`src/rtl/sfl_pkg.sv`:
```
package sfl_pkg;

  // Selector code to word length: length is one quarter of the holding
  // register width per step, code 0 giving the shortest word.
  function automatic int unsigned sel_bits(input logic [1:0] sel,
                                           input int unsigned hold_w);
    return (32'(sel) + 32'd1) * (hold_w / 32'd4);
  endfunction

endpackage

```
`src/rtl/sfl_bitcount.sv`:
```
module sfl_bitcount
  import sfl_pkg::*;
#(
  parameter int unsigned HOLD_W = 32,
  parameter int unsigned CNT_W  = $clog2(HOLD_W + 1)
) (
  input  logic       clk,
  input  logic       rst_n,
  input  logic       sync_i,
  input  logic [1:0] sel_i,
  output logic       busy_o,
  output logic       last_o,
  output logic [1:0] sel_q_o
);

  logic [CNT_W-1:0] cnt_q, cnt_n;
  logic [1:0]       sel_q, sel_n;

  always_comb begin
    cnt_n = cnt_q;
    sel_n = sel_q;
    if (cnt_q != '0) cnt_n = cnt_q - 1'b1;
    if (sync_i) begin
      cnt_n = CNT_W'(sel_bits(sel_i, HOLD_W));
      sel_n = sel_i;
    end
  end

  always_ff @(posedge clk or negedge rst_n) begin
    if (!rst_n) begin
      cnt_q <= '0;
      sel_q <= '0;
    end else begin
      cnt_q <= cnt_n;
      sel_q <= sel_n;
    end
  end

  assign busy_o  = (cnt_q != '0);
  assign last_o  = (cnt_q == CNT_W'(1));
  assign sel_q_o = sel_q;

  // a sync loads the length chosen by the selector on that edge
  a_r2_load_len: assert property (@(posedge clk) disable iff (!rst_n)
    sync_i |=> cnt_q == CNT_W'(sel_bits($past(sel_i), HOLD_W)));

  // one bit consumed per cycle while a word is in progress
  a_r2_countdown: assert property (@(posedge clk) disable iff (!rst_n)
    (busy_o && !sync_i) |=> cnt_q == $past(cnt_q) - 1'b1);

  // captured length is not touched by the selector mid-word
  a_r8_len_held: assert property (@(posedge clk) disable iff (!rst_n)
    (busy_o && !sync_i) |=> $stable(sel_q));

endmodule

```
`src/rtl/sfl_shreg.sv`:
```
module sfl_shreg #(
  parameter int unsigned HOLD_W = 32
) (
  input  logic              clk,
  input  logic              rst_n,
  input  logic              en_i,
  input  logic              bit_i,
  output logic [HOLD_W-1:0] nxt_o
);

  logic [HOLD_W-1:0] sreg_q, sreg_n;

  always_comb begin
    sreg_n = sreg_q;
    if (en_i) sreg_n = {sreg_q[HOLD_W-2:0], bit_i};
  end

  always_ff @(posedge clk or negedge rst_n) begin
    if (!rst_n) sreg_q <= '0;
    else        sreg_q <= sreg_n;
  end

  assign nxt_o = sreg_n;

  // earlier bits move toward the MSB, the newest sits at bit 0
  a_r2_msb_first: assert property (@(posedge clk) disable iff (!rst_n)
    en_i |=> (sreg_q[0] == $past(bit_i)) &&
             (sreg_q[HOLD_W-1:1] == $past(sreg_q[HOLD_W-2:0])));

endmodule

```
`src/rtl/sfl_hold.sv`:
```
module sfl_hold
  import sfl_pkg::*;
#(
  parameter int unsigned HOLD_W = 32,
  parameter int unsigned CNT_W  = $clog2(HOLD_W + 1)
) (
  input  logic              clk,
  input  logic              rst_n,
  input  logic              ld_i,
  input  logic [1:0]        sel_i,
  input  logic [HOLD_W-1:0] word_i,
  output logic [HOLD_W-1:0] hold_o,
  output logic              vld_o
);

  localparam logic [CNT_W-1:0] FULL = CNT_W'(HOLD_W);

  logic [CNT_W-1:0]  nbits;
  logic [HOLD_W-1:0] aligned;
  logic [HOLD_W-1:0] hold_q;
  logic              vld_q;

  always_comb begin
    nbits   = CNT_W'(sel_bits(sel_i, HOLD_W));
    aligned = word_i << (FULL - nbits);
  end

  always_ff @(posedge clk or negedge rst_n) begin
    if (!rst_n) begin
      hold_q <= '0;
      vld_q  <= 1'b0;
    end else begin
      vld_q <= ld_i;
      if (ld_i) hold_q <= aligned;
    end
  end

  assign hold_o = hold_q;
  assign vld_o  = vld_q;

  // bits below the received word are clear after a transfer
  a_r3_low_zero: assert property (@(posedge clk) disable iff (!rst_n)
    vld_q |-> (hold_q & ({HOLD_W{1'b1}} >> sel_bits($past(sel_i), HOLD_W))) == '0);

  // holding value only changes together with the strobe
  a_r5_hold_stable: assert property (@(posedge clk) disable iff (!rst_n)
    !vld_q |-> $stable(hold_q));

  // strobe never lasts two cycles
  a_r4_one_cycle: assert property (@(posedge clk) disable iff (!rst_n)
    vld_q |=> !vld_q);

endmodule

```
`src/rtl/serial_fword_loader.sv`:
```
module serial_fword_loader #(
  parameter int unsigned HOLD_W = 32
) (
  input  logic              clk,
  input  logic              rst_n,
  input  logic [1:0]        cfg_len_sel,
  input  logic              ser_sync,
  input  logic              ser_data,
  output logic [HOLD_W-1:0] word_o,
  output logic              word_vld_o
);

  localparam int unsigned CNT_W = $clog2(HOLD_W + 1);

  logic              busy, last;
  logic [1:0]        sel_q;
  logic [HOLD_W-1:0] shift_nxt;

  sfl_bitcount #(.HOLD_W(HOLD_W), .CNT_W(CNT_W)) u_count (
    .clk     (clk),
    .rst_n   (rst_n),
    .sync_i  (ser_sync),
    .sel_i   (cfg_len_sel),
    .busy_o  (busy),
    .last_o  (last),
    .sel_q_o (sel_q)
  );

  sfl_shreg #(.HOLD_W(HOLD_W)) u_shift (
    .clk   (clk),
    .rst_n (rst_n),
    .en_i  (busy),
    .bit_i (ser_data),
    .nxt_o (shift_nxt)
  );

  sfl_hold #(.HOLD_W(HOLD_W), .CNT_W(CNT_W)) u_hold (
    .clk    (clk),
    .rst_n  (rst_n),
    .ld_i   (last),
    .sel_i  (sel_q),
    .word_i (shift_nxt),
    .hold_o (word_o),
    .vld_o  (word_vld_o)
  );

  // a sync before the final bit cancels the transfer
  a_r6_abort: assert property (@(posedge clk) disable iff (!rst_n)
    (busy && !last && ser_sync) |=> !word_vld_o);

  // a sync on the final bit still delivers the word
  a_r7_overlap: assert property (@(posedge clk) disable iff (!rst_n)
    (last && ser_sync) |=> word_vld_o);

endmodule

```
`config.mk`:
```
export PLATFORM = sky130hd
export DESIGN_NAME = serial_fword_loader
export DESIGN_NICKNAME = d
export VERILOG_FILES = /design/src/rtl/sfl_pkg.sv /design/src/rtl/sfl_bitcount.sv /design/src/rtl/sfl_shreg.sv /design/src/rtl/sfl_hold.sv /design/src/rtl/serial_fword_loader.sv
export SDC_FILE = /design/constraint.sdc
export NUM_CORES = 1
export LEC_CHECK = 0
export ABC_AREA = 1
export BUFFER_PORTS_ARGS = -buffer_cell sky130_fd_sc_hd__buf_2
export CAP_MARGIN = 20
export CORE_UTILIZATION = 40
export CTS_CLUSTER_DIAMETER = 200
export DETAILED_ROUTE_END_ITERATION = 12
export PLACE_DENSITY = 0.61
export SETUP_SLACK_MARGIN = 0.1
export SLEW_MARGIN = 10
export SYNTH_ARGS = -nofsm -noshare
export SYNTH_HDL_FRONTEND = slang
export SYNTH_SLANG_ARGS = --single-unit
```
`constraint.sdc`:
```
create_clock -name clk -period 1.55 [get_ports clk]
set_input_delay 0.31 -clock clk [delete_from_list [all_inputs] [get_ports clk]]
set_output_delay 0.31 -clock clk [all_outputs]
set_load 0.01 [all_outputs]
```
==> results_dict.tcl <==
set metrics [dict create \
    status "finished, violations left" \
    violations "negative setup slack" \
    setup_slack_ps -240.6 \
    antenna_left 0 \
    hold_violations 0 \
    cts_max_path_buffers 2 \
    synth_most_common_cell "nand2_1" \
    routed_wl_um 10430 \
    grt_first_pass_wirelength_um 15880 \
    setup_viol 43 \
    rows 34 \
    worst_hold_slack_ps 157.6 \
    clock_sinks 73 \
    core_sq_um 8678 \
    synth_edf_count 0 \
    crit_path_max_incr_delay_ps 400 \
    p_leak_nw 2.640 \
    fmax_mhz 558.5 \
    reg2reg_depth 13 \
    min_path_cells 2 \
    drt_iter0_drc 289 \
    h-tree-depth 3 \
    critPathMostFrequentCell "nand2_1" \
    cts_tree "built" \
    cp_num_buf_inv 4 \
    powerDensity_nw_per_um2 2074 \
    syn_inst 451 \
    dieHeight_um 96.52 \
    cp.required_ps 1800 \
    antenna_cells 0 \
    grtUsageTotal_pct 23.15 \
    die_w_um 96.52 \
    avgSynthCellArea_sq_um 7.923 \
    fin_crit_sh_pct 115.5 \
    cts_buffers 9 \
    rsz0062_at_grt "yes" \
    nNetsFinal 547 \
    crit_path_max_fanout 9 \
    clock_skew_ps 8.369 \
    slew_headroom_pct 73.36 \
    drv_cap 0 \
    ys_types 23 \
    ios 39 \
    critPathKind "reg2reg" \
    yosys.area.top_type_share_pct 51.12 \
    place_hpwl_um 6407 \
    synthesis.nets 462 \
    wl_met3_um 581 \
    cpLargestDelayFamily "simple AND/OR/NAND/NOR gates" \
    synth_seq_cells 73 \
    top_layer_used "met4" \
    yosys.area.top_type "dfrtp_1" \
    place_congestion 0.8135 \
    cp-end-kind "register" \
    r2r_slack_ps -240 \
    antenna_found_initial 0 \
    final_util_pct 60.09 \
    crit_chain "inv_2 > ha_4 > inv_2 > nor2_4 > nand3_4 > buf_12 > buf_12 > nand2_1 > nand3_2 > nand3_2 > nand2_1 > nand2_1 > nand2_1" \
    place.port_buffers 38 \
    synth_area_leaders "dfrtp_1 (51%), nand2_1 (21%), nand3_1 (6.3%), nand4_1 (3.2%), nor2_1 (2.8%)" \
    finalNonFillerCells 649 \
    clock-root-buffer "clkbuf_8" \
    synth_flop_cell "dfrtp_1" \
    cp.depth 13 \
    drc_errors 0 \
    routedWlPerCell_um 16.06 \
    worstMarginPinSlew_ps 399.6 \
    drive_above_1_share_pct 41.77 \
    worstSkewPairLatency_ps 360 \
    crit_arrival_ps 2040 \
    first_pass_iters 5 \
    grt-ovfl-total 0 \
    wl_met1_um 4884 \
    vias_per_cell 5.267 \
    cp-start-kind "register" \
    slowest_stage "dfrtp_1" \
    synth.top_cells.by_count "nand2_1 (199), dfrtp_1 (73), nand3_1 (45)" \
    synthToLayoutAreaGrowth_pct 45.94 \
    finalCriticalPeriod_ps 1791 \
    initial_core_util_pct 41.18 \
    dp_cells 617 \
    n_fill_cell 739 \
    slew_viol_final 0 \
    seq_area_frac_synth_pct 51.12 \
    met2_wirelength_um 4857 \
    grt_start_max_net_pins 74 \
    grt_pass1_vias 3163 \
    hold_path_class "in2reg" \
    async_flop_share_pct 100.0 \
    peakVddDrop_mv 0.8663 \
    vias 3418 \
    yosysWarnings 0 \
    clkTransAtPathRegs_ps 80 \
    die-area_sq_um 9315 \
    netlist_area_sq_um 3573 \
]
-- per-layer routing --
layer | vias to the layer above | track usage, %
met5 | - | 0
met4 | 0 | 8.824
met3 | 15 | 5.321
met2 | 123 | 34.74
met1 | 1669 | 32.36
li1 | 1611 | -
-- cell usage in the layout (no fill, tap or decap), types with 2 or more instances in the layout --
master and count:
inv_2 5, nand2_1 138, bufinv_16 3, o21ai_0 4
nand3_4 4, nand2_4 22, ha_1 3, inv_1 16
nand4_1 18, and2_1 2, nor2_2 8, nand3_1 32
clkbuf_16 2, nor2_1 18, buf_4 27, buf_6 10
nand3_2 11, and2_4 2, nand2_2 39, o21ai_1 6
nor2_4 7, buf_2 38, xor2_1 4, ha_4 2
o21ai_2 11, clkbuf_8 9, dfrtp_1 72, buf_12 17
-- final timing paths --
check                                       start                  to
worst max register to register   u_count.cnt_q[1]   u_hold.hold_o[30]
worst min-delay path               cfg_len_sel[0]    u_count.cnt_q[3]
worst min register to register  u_hold.hold_o[10]   u_hold.hold_o[10]
min in group asynchronous                   rst_n   u_hold.hold_o[15]
max in group asynchronous                   rst_n  u_count.sel_q_o[0]
worst max-delay path             u_count.cnt_q[1]   u_hold.hold_o[30]
-- final cells by class --
| type | instances | area (sq um) | share of cell area (%) |
|---|---|---|---|
| Inverter | 23 | 106.4 | 2.039 |
| Clock buffer | 10 | 127.6 | 2.447 |
| Sequential cell | 73 | 1828 | 35.05 |
| Timing Repair Buffer | 95 | 905.9 | 17.37 |
| Timing Repair inverter | 1 | 6.256 | 0.1200 |
| Tap cell | 108 | 135.1 | 2.591 |
| Multi-Input combinational cell | 333 | 1991 | 38.17 |
| Clock inverter | 6 | 115.1 | 2.207 |
-- report_power, final --
part | internal (W) | switching (W) | total [W]
logic | 0.00262 | 0.00316 | 0.00578
registers | 0.00268 | 0.000508 | 0.00319
clock network | 0.00108 | 0.000770 | 0.00185
total | 0.00638 | 0.00444 | 0.0108
-- flip-flops by register name, indices dropped and copies added, names as in the netlist --
signal,count
u_hold.hold_o,32
u_shift.sreg_q,32
u_count.cnt_q,6
u_count.sel_q_o,2
u_hold.vld_o,1
-- per-stage QoR --
stage	total power [W]	area [sq um]	setup TNS [ps]	setup WS, ps
6_report	0.01082	5215	-5638	-240.6
5_1_grt	0.01150	5215	-9782	-341.9
3_3_place_gp	0.007314	4268	-5714	-276.4
4_1_cts	0.009621	4751	-2745	-145.3
2_1_floorplan	0.005765	3690	-173.7	-22.29
3_5_place_dp	0.007390	4268	-6412	-268.0
-- kinds of logic after synthesis --
logic type / after synthesis / synth area share [%]
AO/OA/AOI/OAI: 21 / 2.941
XOR/XNOR: 5 / 1.225
adder cells (fa/ha/maj): 5 / 1.751
buffers and inverters: 45 / 6.512
flip-flops: 73 / 51.12
AND/OR/NAND/NOR: 302 / 36.45
-- repair_timing --
| action | CTS | global route |
|---|---|---|
| gates cloned | 0 | 4 |
| hold buffers | 1 | 0 |
| pin swaps | 14 | 10 |
| gates resized for setup | 58 | 82 |
| setup buffers | 2 | 9 |
| endpoints found under the hold margin | 66 | 0 |
| setup endpoints to repair | 55 | 64 |
No activity file was read; power rests on OpenSTA's default activity.
